===== config.mk =====
export PLATFORM = sky130hd
export DESIGN_NAME = poll_status_resp
export DESIGN_NICKNAME = d
export VERILOG_FILES = /design/src/rtl/psr_pkg.sv /design/src/rtl/psr_access_det.sv /design/src/rtl/psr_last_byte.sv /design/src/rtl/psr_toggle.sv /design/src/rtl/psr_read_mux.sv /design/src/rtl/poll_status_resp.sv
export SDC_FILE = /design/constraint.sdc
export NUM_CORES = 1
export LEC_CHECK = 0
export CAP_MARGIN = 10
export CORE_UTILIZATION = 45
export CTS_CLUSTER_SIZE = 10
export DETAILED_ROUTE_END_ITERATION = 7
export PLACE_DENSITY = 0.75
export SLEW_MARGIN = 25
export SYNTH_ARGS = -nofsm -noshare
export SYNTH_HDL_FRONTEND = slang
export SYNTH_SLANG_ARGS = --single-unit

===== constraint.sdc =====
create_clock -name clk -period 4.2 [get_ports clk]
set_clock_uncertainty 0.2 [all_clocks]
set_input_delay 0.84 -clock clk [delete_from_list [all_inputs] [get_ports clk]]
set_output_delay 0.84 -clock clk [all_outputs]
set_load 0.02 [all_outputs]

===== src/rtl/psr_pkg.sv =====
package psr_pkg;

   typedef enum logic [1:0] {
      ACC_IDLE  = 2'd0,
      ACC_READ  = 2'd1,
      ACC_WRITE = 2'd2
   } acc_e;

   // Output enable low always wins: it makes a read and blocks any write.
   function automatic acc_e decode_access(input logic ce_n, input logic oe_n, input logic we_n);
      if (ce_n)  return ACC_IDLE;
      if (!oe_n) return ACC_READ;
      if (!we_n) return ACC_WRITE;
      return ACC_IDLE;
   endfunction

endpackage


===== src/rtl/psr_access_det.sv =====
module psr_access_det
   import psr_pkg::*;
(
   input  logic clk,
   input  logic rst_n,
   input  logic ce_n,
   input  logic oe_n,
   input  logic we_n,
   input  logic busy,
   output logic rd_act,
   output logic wr_act,
   output logic rd_end,
   output logic busy_rise
);
   acc_e acc;
   logic rd_q;
   logic busy_q;

   always_comb begin
      acc    = decode_access(ce_n, oe_n, we_n);
      rd_act = (acc == ACC_READ);
      wr_act = (acc == ACC_WRITE);
   end

   always_ff @(posedge clk or negedge rst_n) begin
      if (!rst_n) begin
         rd_q   <= 1'b0;
         busy_q <= 1'b0;
      end else begin
         rd_q   <= rd_act;
         busy_q <= busy;
      end
   end

   assign rd_end    = rd_q && !rd_act;
   assign busy_rise = busy && !busy_q;

endmodule


===== src/rtl/psr_last_byte.sv =====
module psr_last_byte #(
   parameter int ADDR_W = 15,
   parameter int DATA_W = 8
) (
   input  logic              clk,
   input  logic              rst_n,
   input  logic              cap_en,
   input  logic [ADDR_W-1:0] addr,
   input  logic [DATA_W-1:0] din,
   output logic [ADDR_W-1:0] last_addr,
   output logic [DATA_W-1:0] last_data
);
   always_ff @(posedge clk or negedge rst_n) begin
      if (!rst_n) begin
         last_addr <= '0;
         last_data <= '0;
      end else if (cap_en) begin
         last_addr <= addr;
         last_data <= din;
      end
   end
endmodule


===== src/rtl/psr_toggle.sv =====
module psr_toggle (
   input  logic clk,
   input  logic rst_n,
   input  logic clear,
   input  logic advance,
   output logic tog
);
   always_ff @(posedge clk or negedge rst_n) begin
      if (!rst_n)       tog <= 1'b0;
      else if (clear)   tog <= 1'b0;
      else if (advance) tog <= ~tog;
   end
endmodule


===== src/rtl/psr_read_mux.sv =====
module psr_read_mux #(
   parameter int ADDR_W     = 15,
   parameter int DATA_W     = 8,
   parameter bit MATCH_ADDR = 1'b1
) (
   input  logic              clk,
   input  logic              rst_n,
   input  logic              rd_act,
   input  logic              busy,
   input  logic              tog,
   input  logic [ADDR_W-1:0] addr,
   input  logic [ADDR_W-1:0] last_addr,
   input  logic [DATA_W-1:0] last_data,
   input  logic [DATA_W-1:0] arr_rdata,
   output logic [DATA_W-1:0] rd_data,
   output logic              rd_oe
);
   localparam int POLL_POS = DATA_W - 1;
   localparam int TOG_POS  = DATA_W - 2;

   logic              hit;
   logic [DATA_W-1:0] status;
   logic [DATA_W-1:0] nxt;

   generate
      if (MATCH_ADDR) begin : g_match
         assign hit = (addr == last_addr);
      end else begin : g_any
         logic unused_addr;
         assign unused_addr = ^{addr, last_addr};
         assign hit = 1'b1;
      end
   endgenerate

   always_comb begin
      status           = last_data;
      status[POLL_POS] = ~last_data[POLL_POS];
      status[TOG_POS]  = tog;
      nxt              = (busy && hit) ? status : arr_rdata;
   end

   always_ff @(posedge clk or negedge rst_n) begin
      if (!rst_n) begin
         rd_data <= '0;
         rd_oe   <= 1'b0;
      end else begin
         rd_oe   <= rd_act;
         rd_data <= rd_act ? nxt : '0;
      end
   end
endmodule


===== src/rtl/poll_status_resp.sv =====
module poll_status_resp #(
   parameter int ADDR_W     = 15,
   parameter int DATA_W     = 8,
   parameter bit MATCH_ADDR = 1'b1
) (
   input  logic              clk,
   input  logic              rst_n,
   input  logic              ce_n,
   input  logic              oe_n,
   input  logic              we_n,
   input  logic [ADDR_W-1:0] addr,
   input  logic [DATA_W-1:0] din,
   input  logic              busy,
   input  logic [DATA_W-1:0] arr_rdata,
   output logic [DATA_W-1:0] rd_data,
   output logic              rd_oe
);
   generate
      if (DATA_W < 3) begin : g_bad_data_w
         $error("poll_status_resp: DATA_W must be at least 3");
      end
      if (ADDR_W < 1) begin : g_bad_addr_w
         $error("poll_status_resp: ADDR_W must be at least 1");
      end
   endgenerate

   logic              rd_act;
   logic              wr_act;
   logic              rd_end;
   logic              busy_rise;
   logic              tog_q;
   logic [ADDR_W-1:0] last_addr;
   logic [DATA_W-1:0] last_data;

   psr_access_det u_det (
      .clk      (clk),
      .rst_n    (rst_n),
      .ce_n     (ce_n),
      .oe_n     (oe_n),
      .we_n     (we_n),
      .busy     (busy),
      .rd_act   (rd_act),
      .wr_act   (wr_act),
      .rd_end   (rd_end),
      .busy_rise(busy_rise)
   );

   psr_last_byte #(.ADDR_W(ADDR_W), .DATA_W(DATA_W)) u_last (
      .clk      (clk),
      .rst_n    (rst_n),
      .cap_en   (wr_act && !busy),
      .addr     (addr),
      .din      (din),
      .last_addr(last_addr),
      .last_data(last_data)
   );

   psr_toggle u_tog (
      .clk    (clk),
      .rst_n  (rst_n),
      .clear  (busy_rise),
      .advance(rd_end && busy),
      .tog    (tog_q)
   );

   psr_read_mux #(.ADDR_W(ADDR_W), .DATA_W(DATA_W), .MATCH_ADDR(MATCH_ADDR)) u_mux (
      .clk      (clk),
      .rst_n    (rst_n),
      .rd_act   (rd_act),
      .busy     (busy),
      .tog      (tog_q),
      .addr     (addr),
      .last_addr(last_addr),
      .last_data(last_data),
      .arr_rdata(arr_rdata),
      .rd_data  (rd_data),
      .rd_oe    (rd_oe)
   );

endmodule


Word level (Yosys, flattened, before mapping). Cells that the tools add are included.

Input bits: 37. Register bits after elaboration: 34. Word-level logic and storage cells: 36. Output and inout bits: 9.

Mux-type cells: 16. Reductions and logical operators: 9. Bitwise logic cells: 2. Equal/unequal tests: 3.

Operators by type and width (count): $mux W8 (2); $eq A15 B15 Y1 (1); $mux W2 (6); $mux W1 (8); $logic_and A1 B1 Y1 (5); $logic_not A1 Y1 (3); $eq A2 B1 Y1 const B (1); $eq A2 B2 Y1 const B (1); $not A1 Y1 (2); $reduce_bool A2 Y1 (1).

Depth between registers and ports, before layout. Gate-level depths: netlist (run 1).

Depth after elaboration: 13. Depth in mapped cells: 4. Depth with buffers taken out: 4.

Cells and area by module. From an unflattened synthesis (run 1), not the netlist that was laid out.

Cells, all modules: 113. Area total of the unflattened synthesis: 1540.2 µm².

Modules (own cells, without submodules): psr_last_byte (cells each 48, times used 1, area an instance 857.1 µm², seq. area each 575.6 µm²); psr_read_mux (cells each 54, times used 1, area an instance 549.3 µm², seq. area each 225.2 µm²); psr_access_det (cells each 6, times used 1, area an instance 80.1 µm², seq. area each 50.0 µm²); psr_toggle (cells each 3, times used 1, area an instance 37.5 µm², seq. area each 25.0 µm²); poll_status_resp (cells each 2, times used 1, area an instance 16.3 µm², seq. area each 0.0 µm²).

Worst setup path after synthesis (run 1). No wires, ideal clock.

Path type: input to register. Start point: in addr[9]. End point: reg u_mux.rd_data[0]. Path buffers: 0. Slack: 1.994 ns. Setup time: 0.079 ns. Stages on the path: 4. Arrival: 1.926 ns. Required time: 3.921 ns. Cell sequence: xnor2_1 > nand4_1 > nor4_4 > mux2i_1.

Word-level cells in the longest chain between the ends: 4.

RTL lines: from (decl) (RTL line poll_status_resp.sv:11) `input logic [ADDR_W-1:0] addr,`; $eq A15 B15 Y1 (RTL line psr_read_mux.sv:27) `assign hit = (addr == last_addr);`; $logic_and A1 B1 Y1 (RTL line psr_read_mux.sv:39) `nxt = (busy && hit) ? status : arr_rdata;`; $mux W8 (RTL line psr_read_mux.sv:39); $mux W8 (RTL line psr_read_mux.sv:48) `rd_data <= rd_act ? nxt : '0;`; to (signal assigned) (RTL line psr_read_mux.sv:48); to (decl) (RTL line psr_read_mux.sv:15) `output logic [DATA_W-1:0] rd_data,`.

No other way between the ends. A chain may end at the register's enable or synchronous reset.

Worst setup path after layout (run 1).
Start point: in addr[9]. End point: reg u_mux.rd_data[2].

The elaborated chain is that of the path after synthesis.

==> results of run 1 <==
cell type report:
cell class	count	share of cell area
Clock buffer	7	0.0318
Timing Repair Buffer	46	0.223
Sequential cell	33	0.404
Multi-Input combinational cell	74	0.313
Clock inverter	1	0.00245
Tap cell	44	0.0269
power by group through the flow:
stage	Combinational, mW	Sequential (mW)	Clock, mW
floorplan	0.0970	0.403	0
global placement	0.159	0.402	0
detailed placement	0.164	0.407	0
CTS	0.164	0.400	0.207
global route	0.177	0.407	0.222
finish	0.161	0.399	0.199
worst max-delay path, cell delays in order:
cell and delay [ps]:
clkdlybuf4s50_1 490, xnor2_1 120, nand4_1 170, nor4_4 700, mux2i_1 260
logic make-up (layout without fill, tap and decap cells):
family                    Yosys count  after routing  synth area share
DFF                                33             33             0.562
muxes                              30             30             0.223
and+or+nand+nor                    27             27             0.108
xor gates and xnor gates           15             15            0.0894
buffers and inverters               3             54           0.00936
AOI/OAI and AO/OA                   2              2           0.00851
final timing paths:
kind / from / end / slack, ps / cells past startpoint
hold reg to reg: u_last.last_data[7] / u_last.last_data[7] / 320 / 1
min in group asynchronous: rst_n / u_mux.rd_data[7] / 710 / 2
max in group asynchronous: rst_n / u_last.last_addr[11] / 2790 / 2
hold / removal: u_last.last_data[7] / u_last.last_data[7] / 320 / 1
setup / recovery: addr[9] / u_mux.rd_data[2] / 1660 / 5
setup reg to reg: u_last.last_addr[5] / u_mux.rd_data[2] / 2230 / 4
sequential cells by signal (all words and copies together) (netlist names):
name and count:
u_det.busy_q 1, u_last.last_addr 15, u_last.last_data 7, u_mux.rd_data 8
u_mux.rd_oe 1, u_tog.tog 1
layout by cell type (no fill, tap or decap):
master | synthesis | layout
clkdlybuf4s50_1 | 0 | 44
dfrtp_1 | 33 | 33
mux2_2 | 21 | 21
nand2_1 | 18 | 18
xnor2_1 | 15 | 15
mux2i_1 | 8 | 8
clkbuf_4 | 0 | 5
nand4_1 | 3 | 3
clkbuf_8 | 0 | 2
buf_4 | 0 | 2
nor2_1 | 1 | 1
nand4_4 | 1 | 1
nor4_4 | 1 | 1
or3_1 | 1 | 1
nor4b_4 | 0 | 1
o21ai_0 | 1 | 1
nor3_1 | 1 | 1
a21o_1 | 1 | 1
mux2_1 | 1 | 1
clkinv_2 | 0 | 1
cells in the mapped netlist:
library cell,number
nand4_1,3
nand4_4,1
or3_1,1
nand2_1,18
nor4b_2,1
mux2_2,21
o21ai_0,1
mux2_1,1
nor2_1,1
buf_2,2
nor4_4,1
xnor2_1,15
dfrtp_1,33
nor3_1,1
clkbuf_1,1
a21o_1,1
mux2i_1,8
metal layers:
layer | track usage | wire, um | vias up
li1 | - | - | 478
met1 | 0.191 | 1030 | 484
met2 | 0.291 | 1320 | 35
met3 | 0.0786 | 184 | 4
met4 | 0.0510 | 23 | 0
met5 | 0 | 0 | -
==> run metrics, run 1 <==
Post-DP Area=approximately 2000 um2; Total GRT Usage=0.171; Post-Syn Area=1470 um2; YS warnings=0; Final Util=0.665; CP Launch Type=primary input; CTS tree=yes; Yosys reg bits=33; Avg Cell Area, Syn=13.4 um2; DRT Pass-1 Iters=2; fillcell total=262; Switching Share=0.253; Horiz. Die Dim=between 50 and 60 um; H-tree depth=2; register area share after synthesis=0.562; Power Total=around 0.76 mW; total CTS buffers=5; Clock Latency Late Sink=approximately 330 ps; Nets=a little under 200; Multi-input gate area=639 um2; unrepaired setup endpoints after global routing=no; Hold Worst Slack=approximately 320 ps; Hold Crit Class=register to register; fmax=between 0.3 and 0.4 GHz; PD cells=372 nW/um2; final period utilization=0.604; Avg WL per Cell=12.4 um; Slew Limit Fails=0; Comb power frac=0.212; io pins=46; post-synth top area share=0.562; sw power=~0.19 mW; Worst EP arrival=about 2600 ps; routed vias/inst=around 5; setup_tns=0 ps; number of global-route vias before repair=approximately 970; Hold Buf Count CTS=0; Clk pwr share=0.262; sequential group share of total power=0.525; diode count=0; cell taking the most area after synthesis=dfrtp_1; Slew HR=0.404; P&R area growth vs syn=39.1%; worst slack, placed=between 1000 and 1500 ps; Final Critical Period=between 2000 and 3000 ps; Max rail drop VDD=0.000263 V; register area=roughly 830 um2; largest net degree at the start of global routing=34; first-pass GRT wire length=~4200 um; status=finished clean; CTS resizes=0; Die Area=between 3000 and 4000 um2; synthesized net count=between 100 and 150; Initial DRC Count=26; critical path endpoint category=register; Port Buffers=44; share of layout cells above drive strength 1=0.211; Post-DRT Antenna Nets=0; Root Buffer=clkbuf_4; Final Hold Fails=0; Setup violations, final=0; dpl cells=between 150 and 200; via count=between 1000 and 1500; # Max-Cap Violations=0; LEAKAGE=between 0.8 and 0.9 nW; post-layout instance area=2050 um2; die height=between 50 and 60 um; critical setup path kind=primary input to register; Synth cell types=17; # clock sinks=33; Post-CTS Setup Bufs=0; routability-driven placement congestion ratio=0.711; Pint=0.568 mW; Clock Path Buffers=2; register clock-pin slew on the reported worst setup and hold paths=roughly 100 ps; initial antenna violation count=0; Initial Utilization=0.478; GR Overflow Total=0; DP Wirelength=between 1500 and 2000 um; area of the core=just over 3000 um2; critical path peak fanout=8; worst setup margin=1660 ps; Critical Path RT=between 4000 and 5000 ps; final cell count without fillers=a little over 200; cells after synthesis=110; Slew @ Worst Pin=around 900 ps; final wirelength=2550 um; Post-route DRC=0; main area contributors after synthesis=dfrtp_1 56%, mux2_2 16%, xnor2_1 8.9%; row cnt=20
Power figures use the tool's default switching activity.
==> inputs of run 2 (changes only) <==
==> constraint.sdc (replaced) <==
create_clock -name clk -period 2.5 [get_ports clk]
set_clock_uncertainty 0.2 [all_clocks]
set_input_delay 0.5 -clock clk [delete_from_list [all_inputs] [get_ports clk]]
set_output_delay 0.5 -clock clk [all_outputs]
set_load 0.02 [all_outputs]
==> run 2 against run 1 <==
Effect of this change: combinational power is 70% higher; setup slack worse by 1200 ps; sequential cell count stayed put; utilization is 0.53 points higher; sequential power is 68% higher.
==> run metrics, run 2 (synthesis results as in run 1) <==
max reg flops=15 (unchanged); CTS resizes=0 (unchanged); Final Critical Period=between 1500 and 2000 ps; critical setup path kind=register to output pin; Initial Utilization=0.478 (unchanged); unrepaired setup endpoints after global routing=no; total CTS buffers=5 (unchanged); CP max-delay cell=clkdlybuf4s50_1; DRT Pass-1 Iters=4 (+2); Slew Limit Fails=0 (unchanged); number of global-route vias before repair=1054 (+9.2%); Hold Worst Slack=309 ps (-7.45 ps); dpl cells=200 (+1.5%); P&R area growth vs syn=40.3%; GR Overflow Total=0 (unchanged); status=finished clean; share of layout cells above drive strength 1=0.220 (+0.00833); Clock Path Buffers=2 (unchanged); Post-route DRC=0 (unchanged); CP Launch Type=register; Horiz. Die Dim=59.2 um (unchanged); Nets=200 (+1.5%); final cell count without fillers=208 (+1.5%); area of the core=3080 um2 (unchanged); via count=1001 (unchanged); fmax=about 0.50 GHz; first-pass GRT wire length=4400 um (+3.9%); Largest Register=u_last.last_addr; diode count=0 (unchanged); Slew @ Worst Pin=408 ps (-482 ps); Worst path max stage delay=600 ps (-100 ps); setup_tns=0 ps (unchanged); worst slack, placed=169 ps (-1130 ps); routed vias/inst=4.81 (-1.4%); Hold Buf Count CTS=0 (unchanged); Multi-input gate area=639 um2 (unchanged); most frequent cells in the layout=44 x clkdlybuf4s50_1, 33 x dfrtp_1, 21 x mux2_2; Setup violations, final=0 (unchanged); # clock sinks=33 (unchanged); Critical Path, Cell by Cell=clkdlybuf4s50_1; Die Area=3500 um2 (unchanged); final period utilization=0.797; Critical Path RT=1800 ps (-2460 ps); Worst EP arrival=1290 ps (-1300 ps); PD cells=591 nW/um2 (+59%); row cnt=20 (unchanged); Post-CTS Setup Bufs=0 (unchanged); Buf+Inv Stages, Crit Path=1 (unchanged); Final Hold Fails=0 (unchanged); worst setup margin=507 ps (-1160 ps); register area=826 um2 (unchanged); Clock Latency Late Sink=330 ps (about the same); register clock-pin slew on the reported worst setup and hold paths=100 ps (about the same); Port Buffers=44 (unchanged); # Max-Cap Violations=0 (unchanged); LEAKAGE=0.835 nW (+1.2%); Initial DRC Count=26 (unchanged); H-tree depth=2 (unchanged); critical path peak fanout=2 (-6); Slew HR=0.728 (+0.323); Hold Crit Class=register to register; Hold Crit Start=u_last.last_data[7]; CP delay by family, top=buffers and inverters; Final Util=0.670 (+0.00529); fillcell total=260 (-0.76%); Max rail drop VDD=0.000387 V (+47%); Post-DRT Antenna Nets=0 (unchanged); CTS tree=yes; critical path endpoint category=output pin; routability-driven placement congestion ratio=0.720 (+1.3%); largest net degree at the start of global routing=34 (unchanged); initial antenna violation count=0 (unchanged); leading registers by flop count=u_last.last_addr x15, u_mux.rd_data x8, u_last.last_data x7; commonest non-fill, non-tap cell in the layout=clkdlybuf4s50_1; die height=59.2 um (unchanged); Total GRT Usage=0.174 (+0.00367); final wirelength=2550 um (about the same); CP startpoint=u_mux.rd_oe; DP Wirelength=1950 um (+2.5%); Avg WL per Cell=12.3 um (-1.4%); Root Buffer=clkbuf_4; reg2reg start=u_last.last_addr[11]; io pins=46 (unchanged)
[run 2: cell count changes in the layout (fill, tap and decap cells not counted), sizes merged]
cell    before  now
clkbuf       7    6
clkinv       1    2
buf          2    5
[run 2: metrics by stage]
| stage | total power, mW | instance area [um2] |
|---|---|---|
| final | 1.22 | 2060 |
| after global routing | 1.30 | 2060 |
| after CTS | 1.24 | 2060 |
| after detailed placement | 0.961 | 2010 |
| after global placement | 0.947 | 2010 |
| after floorplan | 0.840 | 1470 |
[run 2: area by class of cell]
type / count / share of cell area
flip-flops and latches: 33 / 0.400
clock inverters: 2 / 0.00485
multi-input cells: 74 / 0.310
repair buffers: 49 / 0.238
clock buffers: 6 / 0.0200
well taps: 44 / 0.0267
[run 2: per-layer routing]
metal	GRT usage	wire length, um	vias up
met3	0.0742	172	6
met4	0.0612	35	0
met5	0	0	-
met2	0.302	1320	34
met1	0.191	1030	475
li1	-	-	486
[run 2: worst paths after layout]
path,to,slack [ps],cells after the start
setup / recovery,rd_oe,510,1
hold / removal,u_last.last_data[7],310,1
setup reg to reg,u_mux.rd_data[0],780,5
hold reg to reg,u_last.last_data[7],310,1
max in group asynchronous,u_last.last_addr[7],1450,2
min in group asynchronous,u_mux.rd_data[6],360,2
[run 2: power breakdown]
| part | leakage (nW) | switching [mW] | total [mW] | internal (mW) |
|---|---|---|---|---|
| Sequential | 0.410 | 0.0510 | 0.671 | 0.620 |
| Combinational | 0.394 | 0.0987 | 0.273 | 0.175 |
| Clock | 0.0320 | 0.168 | 0.275 | 0.107 |
| Total | 0.835 | 0.318 | 1.22 | 0.901 |
